[config.mk]
export PLATFORM = sky130hd
export DESIGN_NAME = split_err_msg_handler
export DESIGN_NICKNAME = d
export VERILOG_FILES = /design/src/rtl/split_err_pkg.sv /design/src/rtl/split_err_ctrl.sv /design/src/rtl/split_err_datapath.sv /design/src/rtl/split_err_msg_handler.sv
export SDC_FILE = /design/constraint.sdc
export NUM_CORES = 1
export LEC_CHECK = 0
export CAP_MARGIN = 20
export CELL_PAD_IN_SITES_DETAIL_PLACEMENT = 1
export CELL_PAD_IN_SITES_GLOBAL_PLACEMENT = 1
export CORE_MARGIN = 2
export CORE_UTILIZATION = 16
export CTS_CLUSTER_SIZE = 12
export DETAILED_ROUTE_END_ITERATION = 8
export PLACE_DENSITY_LB_ADDON = 0.1
export REMOVE_ABC_BUFFERS = 1
export SLEW_MARGIN = 5
export SYNTH_ARGS = -nofsm -noshare
export SYNTH_HDL_FRONTEND = slang
export SYNTH_HIERARCHICAL = 1
export SYNTH_SLANG_ARGS = --single-unit
[constraint.sdc]
create_clock -name clk -period 1.5 [get_ports clk]
set_clock_uncertainty 0.05 [all_clocks]
set_input_delay 0.3 -clock clk [delete_from_list [all_inputs] [get_ports clk]]
set_output_delay 0.3 -clock clk [all_outputs]
set_load 0.005 [all_outputs]
[src/rtl/split_err_pkg.sv]
package split_err_pkg;

  localparam int STS_W = 3;
  localparam int IRQ_W = 4;

  // status bit positions (software decodes these)
  localparam int STS_MST_PAR = 0;
  localparam int STS_SERR    = 1;
  localparam int STS_RCV_MSG = 2;

  // interrupt status bit positions
  localparam int IRQ_MST_PAR     = 0;
  localparam int IRQ_SERR_ASSERT = 1;
  localparam int IRQ_SERR_DETECT = 2;
  localparam int IRQ_RCV_MSG     = 3;

  // strobes from control to datapath for one message cycle
  typedef struct packed {
    logic             discard;
    logic             serr;
    logic [STS_W-1:0] stsSet;
    logic [IRQ_W-1:0] irqSet;
  } errStrobes_t;

endpackage

[src/rtl/split_err_ctrl.sv]
module split_err_ctrl
  import split_err_pkg::*;
#(
  parameter int CLASS_W      = 4,
  parameter int INDEX_W      = 8,
  parameter int ATTR_W       = 32,
  parameter int ERR_ATTR_BIT = 30
) (
  input  logic               msgValid,
  input  logic [CLASS_W-1:0] msgClass,
  input  logic [INDEX_W-1:0] msgIndex,
  input  logic [ATTR_W-1:0]  msgAttr,
  input  logic               tagHit,
  input  logic               cfgParErrResp,
  input  logic               cfgSerrEn,
  input  logic               cfgRecoverEn,
  input  logic               maskMstPar,
  input  logic               maskSerrAsserted,
  input  logic               enSerrDetectIrq,
  input  logic               maskRcvMsg,
  output errStrobes_t        strobes
);

  // claimed (class, index) encodings, entry 0 = split write, entry 1 = write
  localparam int NUM_CODES = 2;
  localparam logic [NUM_CODES*CLASS_W-1:0] CODE_CLASS = {CLASS_W'(1), CLASS_W'(2)};
  localparam logic [NUM_CODES*INDEX_W-1:0] CODE_INDEX = {INDEX_W'(2), INDEX_W'(1)};

  logic [NUM_CODES-1:0] codeHit;
  logic                 claimed;
  logic                 mstParSet;
  logic                 serrFire;
  logic                 rcvMsgSet;
  logic                 unusedAttr;

  for (genvar g = 0; g < NUM_CODES; g++) begin : g_code
    assign codeHit[g] = (msgClass == CODE_CLASS[g*CLASS_W +: CLASS_W]) &&
                        (msgIndex == CODE_INDEX[g*INDEX_W +: INDEX_W]);
  end

  assign unusedAttr = ^msgAttr;

  // claim only on a matching code for an own outstanding write
  assign claimed   = msgValid && tagHit && (|codeHit);
  assign mstParSet = claimed && cfgParErrResp;
  assign serrFire  = mstParSet && cfgSerrEn && !cfgRecoverEn;
  assign rcvMsgSet = claimed && msgAttr[ERR_ATTR_BIT];

  always_comb begin
    strobes = '0;
    strobes.discard                 = claimed;
    strobes.serr                    = serrFire;
    strobes.stsSet[STS_MST_PAR]     = mstParSet;
    strobes.stsSet[STS_SERR]        = serrFire;
    strobes.stsSet[STS_RCV_MSG]     = rcvMsgSet;
    strobes.irqSet[IRQ_MST_PAR]     = mstParSet && !maskMstPar;
    strobes.irqSet[IRQ_SERR_ASSERT] = serrFire && !maskSerrAsserted;
    strobes.irqSet[IRQ_SERR_DETECT] = serrFire && enSerrDetectIrq;
    strobes.irqSet[IRQ_RCV_MSG]     = rcvMsgSet && !maskRcvMsg;
  end

endmodule

[src/rtl/split_err_datapath.sv]
module split_err_datapath
  import split_err_pkg::*;
#(
  parameter int TAG_W = 5
) (
  input  logic             clk,
  input  logic             rstN,
  input  errStrobes_t      strobes,
  input  logic [TAG_W-1:0] msgTag,
  input  logic [STS_W-1:0] stsClr,
  input  logic [IRQ_W-1:0] irqClr,
  output logic [STS_W-1:0] statusBits,
  output logic [IRQ_W-1:0] irqStatus,
  output logic             irqOut,
  output logic             serrOut,
  output logic             discardValid,
  output logic [TAG_W-1:0] discardTag
);

  logic [STS_W-1:0] statusQ;
  logic [IRQ_W-1:0] irqQ;

  // sticky status bits: set wins over write-one-to-clear
  for (genvar i = 0; i < STS_W; i++) begin : g_sts
    always_ff @(posedge clk) begin
      if (!rstN)                  statusQ[i] <= 1'b0;
      else if (strobes.stsSet[i]) statusQ[i] <= 1'b1;
      else if (stsClr[i])         statusQ[i] <= 1'b0;
    end

    AST_STS_STICKY: assert property (@(posedge clk) disable iff (!rstN)
      (statusQ[i] && !stsClr[i]) |=> statusQ[i]);
    AST_STS_SET_WINS: assert property (@(posedge clk) disable iff (!rstN)
      strobes.stsSet[i] |=> statusQ[i]);
  end

  for (genvar i = 0; i < IRQ_W; i++) begin : g_irq
    always_ff @(posedge clk) begin
      if (!rstN)                  irqQ[i] <= 1'b0;
      else if (strobes.irqSet[i]) irqQ[i] <= 1'b1;
      else if (irqClr[i])         irqQ[i] <= 1'b0;
    end

    AST_IRQ_STICKY: assert property (@(posedge clk) disable iff (!rstN)
      (irqQ[i] && !irqClr[i]) |=> irqQ[i]);
  end

  // one-cycle pulses for system error and discard
  always_ff @(posedge clk) begin
    if (!rstN) begin
      serrOut      <= 1'b0;
      discardValid <= 1'b0;
      discardTag   <= '0;
    end else begin
      serrOut      <= strobes.serr;
      discardValid <= strobes.discard;
      if (strobes.discard) discardTag <= msgTag;
    end
  end

  assign statusBits = statusQ;
  assign irqStatus  = irqQ;
  assign irqOut     = |irqQ;

  AST_SERR_MARKS_STATUS: assert property (@(posedge clk) disable iff (!rstN)
    serrOut |-> statusQ[STS_SERR]);

endmodule

[src/rtl/split_err_msg_handler.sv]
module split_err_msg_handler
  import split_err_pkg::*;
#(
  parameter int CLASS_W      = 4,
  parameter int INDEX_W      = 8,
  parameter int ATTR_W       = 32,
  parameter int ERR_ATTR_BIT = 30,
  parameter int TAG_W        = 5
) (
  input  logic               clk,
  input  logic               rstN,
  input  logic               msgValid,
  input  logic [CLASS_W-1:0] msgClass,
  input  logic [INDEX_W-1:0] msgIndex,
  input  logic [ATTR_W-1:0]  msgAttr,
  input  logic [TAG_W-1:0]   msgTag,
  input  logic               tagHit,
  input  logic               cfgParErrResp,
  input  logic               cfgSerrEn,
  input  logic               cfgRecoverEn,
  input  logic               maskMstPar,
  input  logic               maskSerrAsserted,
  input  logic               enSerrDetectIrq,
  input  logic               maskRcvMsg,
  input  logic [2:0]         stsClr,
  input  logic [3:0]         irqClr,
  output logic [2:0]         statusBits,
  output logic [3:0]         irqStatus,
  output logic               irqOut,
  output logic               serrOut,
  output logic               discardValid,
  output logic [TAG_W-1:0]   discardTag
);

  errStrobes_t strobes;

  split_err_ctrl #(
    .CLASS_W      (CLASS_W),
    .INDEX_W      (INDEX_W),
    .ATTR_W       (ATTR_W),
    .ERR_ATTR_BIT (ERR_ATTR_BIT)
  ) i_ctrl (
    .msgValid         (msgValid),
    .msgClass         (msgClass),
    .msgIndex         (msgIndex),
    .msgAttr          (msgAttr),
    .tagHit           (tagHit),
    .cfgParErrResp    (cfgParErrResp),
    .cfgSerrEn        (cfgSerrEn),
    .cfgRecoverEn     (cfgRecoverEn),
    .maskMstPar       (maskMstPar),
    .maskSerrAsserted (maskSerrAsserted),
    .enSerrDetectIrq  (enSerrDetectIrq),
    .maskRcvMsg       (maskRcvMsg),
    .strobes          (strobes)
  );

  split_err_datapath #(
    .TAG_W (TAG_W)
  ) i_datapath (
    .clk          (clk),
    .rstN         (rstN),
    .strobes      (strobes),
    .msgTag       (msgTag),
    .stsClr       (stsClr),
    .irqClr       (irqClr),
    .statusBits   (statusBits),
    .irqStatus    (irqStatus),
    .irqOut       (irqOut),
    .serrOut      (serrOut),
    .discardValid (discardValid),
    .discardTag   (discardTag)
  );

  AST_DISCARD_NEEDS_CLAIM: assert property (@(posedge clk) disable iff (!rstN)
    discardValid |-> $past(msgValid && tagHit));
  AST_SERR_QUALIFIED: assert property (@(posedge clk) disable iff (!rstN)
    serrOut |-> $past(cfgParErrResp && cfgSerrEn && !cfgRecoverEn && msgValid));
  AST_SERR_NEEDS_PARRESP: assert property (@(posedge clk) disable iff (!rstN)
    serrOut |-> statusBits[0]);
  AST_MSTPAR_IRQ_MASK: assert property (@(posedge clk) disable iff (!rstN)
    $rose(irqStatus[0]) |-> ($past(!maskMstPar) && statusBits[0]));
  AST_RCV_IRQ_MASK: assert property (@(posedge clk) disable iff (!rstN)
    $rose(irqStatus[3]) |-> ($past(!maskRcvMsg) && statusBits[2]));

endmodule

# After elaboration in Yosys (flattened, before gate mapping)
# Index checks and enable logic that the tools add are counted.
[word_totals] register_bits=14 output_inout_bits=15 wordCells=53
[classes] n_eq_ne=4 mux=14 n_reduce_logical=25
[op_table] cell="$mux 1" count=14
[op_table] cell="$reduce_bool 2->1" count=7
[op_table] cell="$logic_and 1x1->1" count=12
[op_table] cell="$eq 8x1->1 const B" count=1
[op_table] cell="$eq 8x2->1 const B" count=1
[op_table] cell="$eq 4x1->1 const B" count=1
[op_table] cell="$eq 4x2->1 const B" count=1
[op_table] cell="$logic_not 1->1" count=4
[op_table] cell="$reduce_or 4->1" count=1
[op_table] cell="$reduce_or 2->1" count=1

# Depth between registers and ports, before layout
[depth] word_depth=9 ltp_mapped=7 depth_no_buf=5

# Hierarchy
# The synthesis kept the hierarchy.
[modules_own_cells] mod="split_err_datapath" n_inst=1 cells_each=43 area_per_inst_um2=488.0
[modules_own_cells] mod="split_err_ctrl" n_inst=1 cells_each=26 area_per_inst_um2=231.5

# Worst setup path before layout
# OpenSTA, ideal clock, no wires.
[synth_timing] path_kind="input port to flip-flop" start="input port msgClass[0]" end="register i_datapath.discardTag[0]" arrival_ps=1438 required_ps=1334 slack_ps=-104 path_stages=7 n_path_buf=2 cell_sequence="and4bb_1 o2111ai_4 nor2_1 buf_4 buf_2 mux2i_1 nor2b_1"
[synth_between] elab_chain_cells=4
[synth_lines] item="start, declared" line_no="split_err_msg_handler.sv:13" rtl="input logic [CLASS_W-1:0] msgClass,"
[synth_lines] item="$eq 4x2->1 or $eq 4x1->1 (tied branches)" line_no="split_err_ctrl.sv:37" rtl="assign codeHit[g] = (msgClass == CODE_CLASS[g*CLASS_W +: CLASS_W]) &&"
[synth_lines] item="$logic_and 1x1->1" line_no="split_err_ctrl.sv:37"
[synth_lines] item="$reduce_or 2->1 *" line_no="split_err_ctrl.sv:44" rtl="assign claimed = msgValid && tagHit && (|codeHit);"
[synth_lines] item="$logic_and 1x1->1 *" line_no="split_err_ctrl.sv:44"
[synth_lines] item="via i_ctrl.claimed" line_no="split_err_ctrl.sv:30" rtl="logic claimed;"
[synth_lines] item="end signal, assigned" line_no="split_err_datapath.sv:57" rtl="if (strobes.discard) discardTag <= msgTag;"
[synth_lines] item="end, declared" line_no="split_err_datapath.sv:17" rtl="output logic [TAG_W-1:0] discardTag"
# The timed path passes the listed nets; every way through them passes the cells marked *.
# A chain may end at the register's enable or synchronous reset.

# Worst setup path after layout
[layout_timing] start="register i_datapath.irqQ[0] (netlist: i_datapath/irqStatus[0])" end="output port irqOut"
[layout_between] elab_chain_cells=1
[layout_lines] item="start, declared" line_no="split_err_datapath.sv:21" rtl="logic [IRQ_W-1:0] irqQ;"
[layout_lines] item="start signal, assigned by index" line_no="split_err_datapath.sv:39" rtl="if (!rstN) irqQ[i] <= 1'b0;"
[layout_lines] item="start signal, assigned by index" line_no="split_err_datapath.sv:40" rtl="else if (strobes.irqSet[i]) irqQ[i] <= 1'b1;"
[layout_lines] item="start signal, assigned by index" line_no="split_err_datapath.sv:41" rtl="else if (irqClr[i]) irqQ[i] <= 1'b0;"
[layout_lines] item="$reduce_or 4->1" line_no="split_err_datapath.sv:63" rtl="assign irqOut = |irqQ;"
[layout_lines] item="end, declared" line_no="split_err_msg_handler.sv:29" rtl="output logic irqOut,"
# Every way passes these cells.

==> flow_metrics.tcl <==
set metrics [dict create \
    reg2reg_from "i_datapath/irqStatus[1]" \
    drv_slew 0 \
    synth_largest_area_cell "dfxtp_1" \
    synth_edf_count 0 \
    yosys-top-cells-count "14 x dfxtp_1, 13 x nor2b_1, 7 x o21a_1" \
    dieHeight_um 71.1 \
    hold_class "flip-flop to flip-flop" \
    gp_congestion 0.626 \
    synthTopCellsByArea "dfxtp_1 39%, nor2b_1 11%, o21a_1 7.3%" \
    fin_ws_ns -0.0319 \
    ir_drop_mv 0.181 \
    ctsLongestPathBuffers 2 \
    grt_use_total_pct 9.51 \
    antenna_found_initial 0 \
    rows 24 \
    r2r_slack_ns 0.63 \
    nets 192 \
    dr.pass1.iters 4 \
    crit_path_max_fanout 2 \
    arrival_ns 1.18 \
    power.density_nw_per_um2 602 \
    io_pins 82 \
    drt_wl_total_um 2210 \
    grt.overflow.total 0 \
    fin_crit_ns 1.53 \
    cts-buffers-inserted 3 \
    dr.first_iter.drc_count 6 \
    drv_cap 0 \
    crit_chain "or4_1 > buf_2" \
    ant_nets 0 \
    rsz0062_at_grt "yes" \
    vias_per_cell 3.85 \
    final_cell_area_um2 1330 \
    htree_levels 1 \
    core_um2 4350 \
    cp-endpoint "irqOut" \
    synth_cells 69 \
    fmax_mhz 653 \
    grt_max_degree 15 \
    ys.flop_type "dfxtp_1" \
    post-synth-top-count-cell "dfxtp_1" \
    netlist.area_leader.share_pct 39.0 \
    yosysWarnings 6 \
    root_buffer "clkbuf_8" \
    place_inst 172 \
    worst_pin_slew_ns 0.233 \
    start_kind "flip-flop" \
    synthToLayoutAreaGrowth_pct 85.4 \
    post_cts_buffers 0 \
    hold_depth 2 \
    setup_viol 1 \
    ys_seq_area_share_pct 39.0 \
    violations "setup timing" \
    critPathKind "flip-flop to output pin" \
    postCtsHoldBufs 0 \
    antennaDiodeCount 0 \
    slowest_delay_ns 0.50 \
    status "finished, violations left" \
    reg2reg_depth 3 \
    initial_utilization_pct 16.5 \
    drcViolationCount 0 \
    hpwl_um 1810 \
    avgSynthCellArea_um2 10.4 \
    worst_skew_pair.late_latency_ns 0.24 \
    worst_setup_path_end_kind "output pin" \
    die_w_um 71.1 \
    clock-sinks 14 \
    ys_ff_latch 14 \
    grt_pass1_vias 745 \
    relSlewSlack_pct 84.3 \
    synth_area_um2 719 \
    leakagePower_nw 0.487 \
    die_area_um2 5050 \
    crit_slowest_cell "or4_1" \
    required_ns 1.15 \
    drive_gt1_share_pct 22.0 \
    dr_total_vias 674 \
    synth.distinct_cells 20 \
    placed_cell_area_um2 1300 \
    final_cell_count_no_fill 175 \
    wire_per_inst_um 12.6 \
    numPortBuffers 50 \
    cts_tree "built" \
    dp_slack_ns -0.423 \
    power_mw 0.803 \
    grt_pass1_wl_um 3670 \
    worstReg2RegEnd "i_datapath/irqStatus[1]" \
    crit_start "i_datapath/irqStatus[0]" \
    fin_crit_sh_pct 102 \
    cts.clk_slew.worst_paths_ns 0.06 \
    hold_viol 0 \
    async_flop_share_pct 0 \
]
cells in the final DEF, fill, tap and decap left out, types with 2 or more instances in the layout:
| cell | n |
|---|---|
| nor4_2 | 3 |
| dlygate4sd2_1 | 9 |
| mux2i_1 | 5 |
| clkbuf_8 | 3 |
| o21a_1 | 7 |
| and2_1 | 2 |
| dfxtp_2 | 2 |
| clkdlybuf4s50_1 | 38 |
| buf_4 | 7 |
| inv_1 | 2 |
| dfxtp_1 | 12 |
| nor3_2 | 5 |
| nor2b_1 | 13 |
power by group:
part | switching (mW) | total, mW | internal [mW]
clock network | 0.134 | 0.312 | 0.178
registers | 0.0000118 | 0.372 | 0.372
logic | 0.0344 | 0.120 | 0.0853
stage by stage:
| stage | util (%) | hold slack [ns] | setup TNS [ns] |
|---|---|---|---|
| after floorplan | - | 0.368 | -0.837 |
| after global placement | 29.8 | 0.463 | -4.77 |
| after detailed placement | 29.8 | 0.468 | -5.07 |
| after CTS | 30.4 | 0.482 | -0.0643 |
| after global routing | 30.6 | 0.519 | -0.130 |
| final | 30.6 | 0.478 | -0.0319 |
routing by layer:
layer  global-route usage [%]  part of all wire, %  vias to the layer above
li1                         -                    -                      342
met1                     10.4                   39                      313
met2                     17.2                   56                       17
met3                     2.28                  4.2                        2
met4                     4.40                  1.3                        0
met5                        0                    0                        -
how the worst min path moves through the flow:
stage | start | endpoint | slack, ns
3_3_place_gp | i_datapath/discardTag[4] | i_datapath/discardTag[4] | 0.46
2_1_floorplan | rstN | i_datapath/irqStatus[0] | 0.37
3_5_place_dp | i_datapath/discardTag[2] | i_datapath/discardTag[2] | 0.47
5_1_grt | i_datapath/discardTag[1] | i_datapath/discardTag[1] | 0.52
4_1_cts | i_datapath/discardTag[2] | i_datapath/discardTag[2] | 0.48
6_report | i_datapath/discardTag[2] | i_datapath/discardTag[2] | 0.48
what timing repair did:
item | 4_1_cts | 5_1_grt
gates resized for setup | 17 | 3
setup endpoints to repair | 17 | 10
pin swaps | 8 | 3
final cells by class:
class	instances	area (um^2)
flip-flops and latches	14	283
repair buffers	58	551
well taps	52	65.1
inverters	2	7.51
clock buffers	3	41.3
multi-input cells	46	387
fillers	503	3020
logic make-up (layout without fill, tap and decap cells):
| group | Yosys count | after routing | share of synthesized area [%] |
|---|---|---|---|
| DFF | 14 | 14 | 39.0 |
| buffers and inverters | 9 | 63 | 7.65 |
| AOI/OAI and AO/OA | 8 | 8 | 11.0 |
| muxes | 5 | 5 | 6.96 |
| and+or+nand+nor | 33 | 33 | 35.5 |
registers in the layout, indices dropped and copies added (netlist names):
| register | cells |
|---|---|
| i_datapath/discardTag | 5 |
| i_datapath/irqStatus | 4 |
| i_datapath/statusBits | 3 |
| i_datapath/discardValid | 1 |
| i_datapath/serrOut | 1 |
worst max-delay path: cells and delay by family, from the launching register on:
family,cells,cell delay (ns)
buffers and inverters,1,0.14
flip-flops,1,0.31
AND/OR/NAND/NOR,1,0.50
Power figures use the tool's default switching activity.
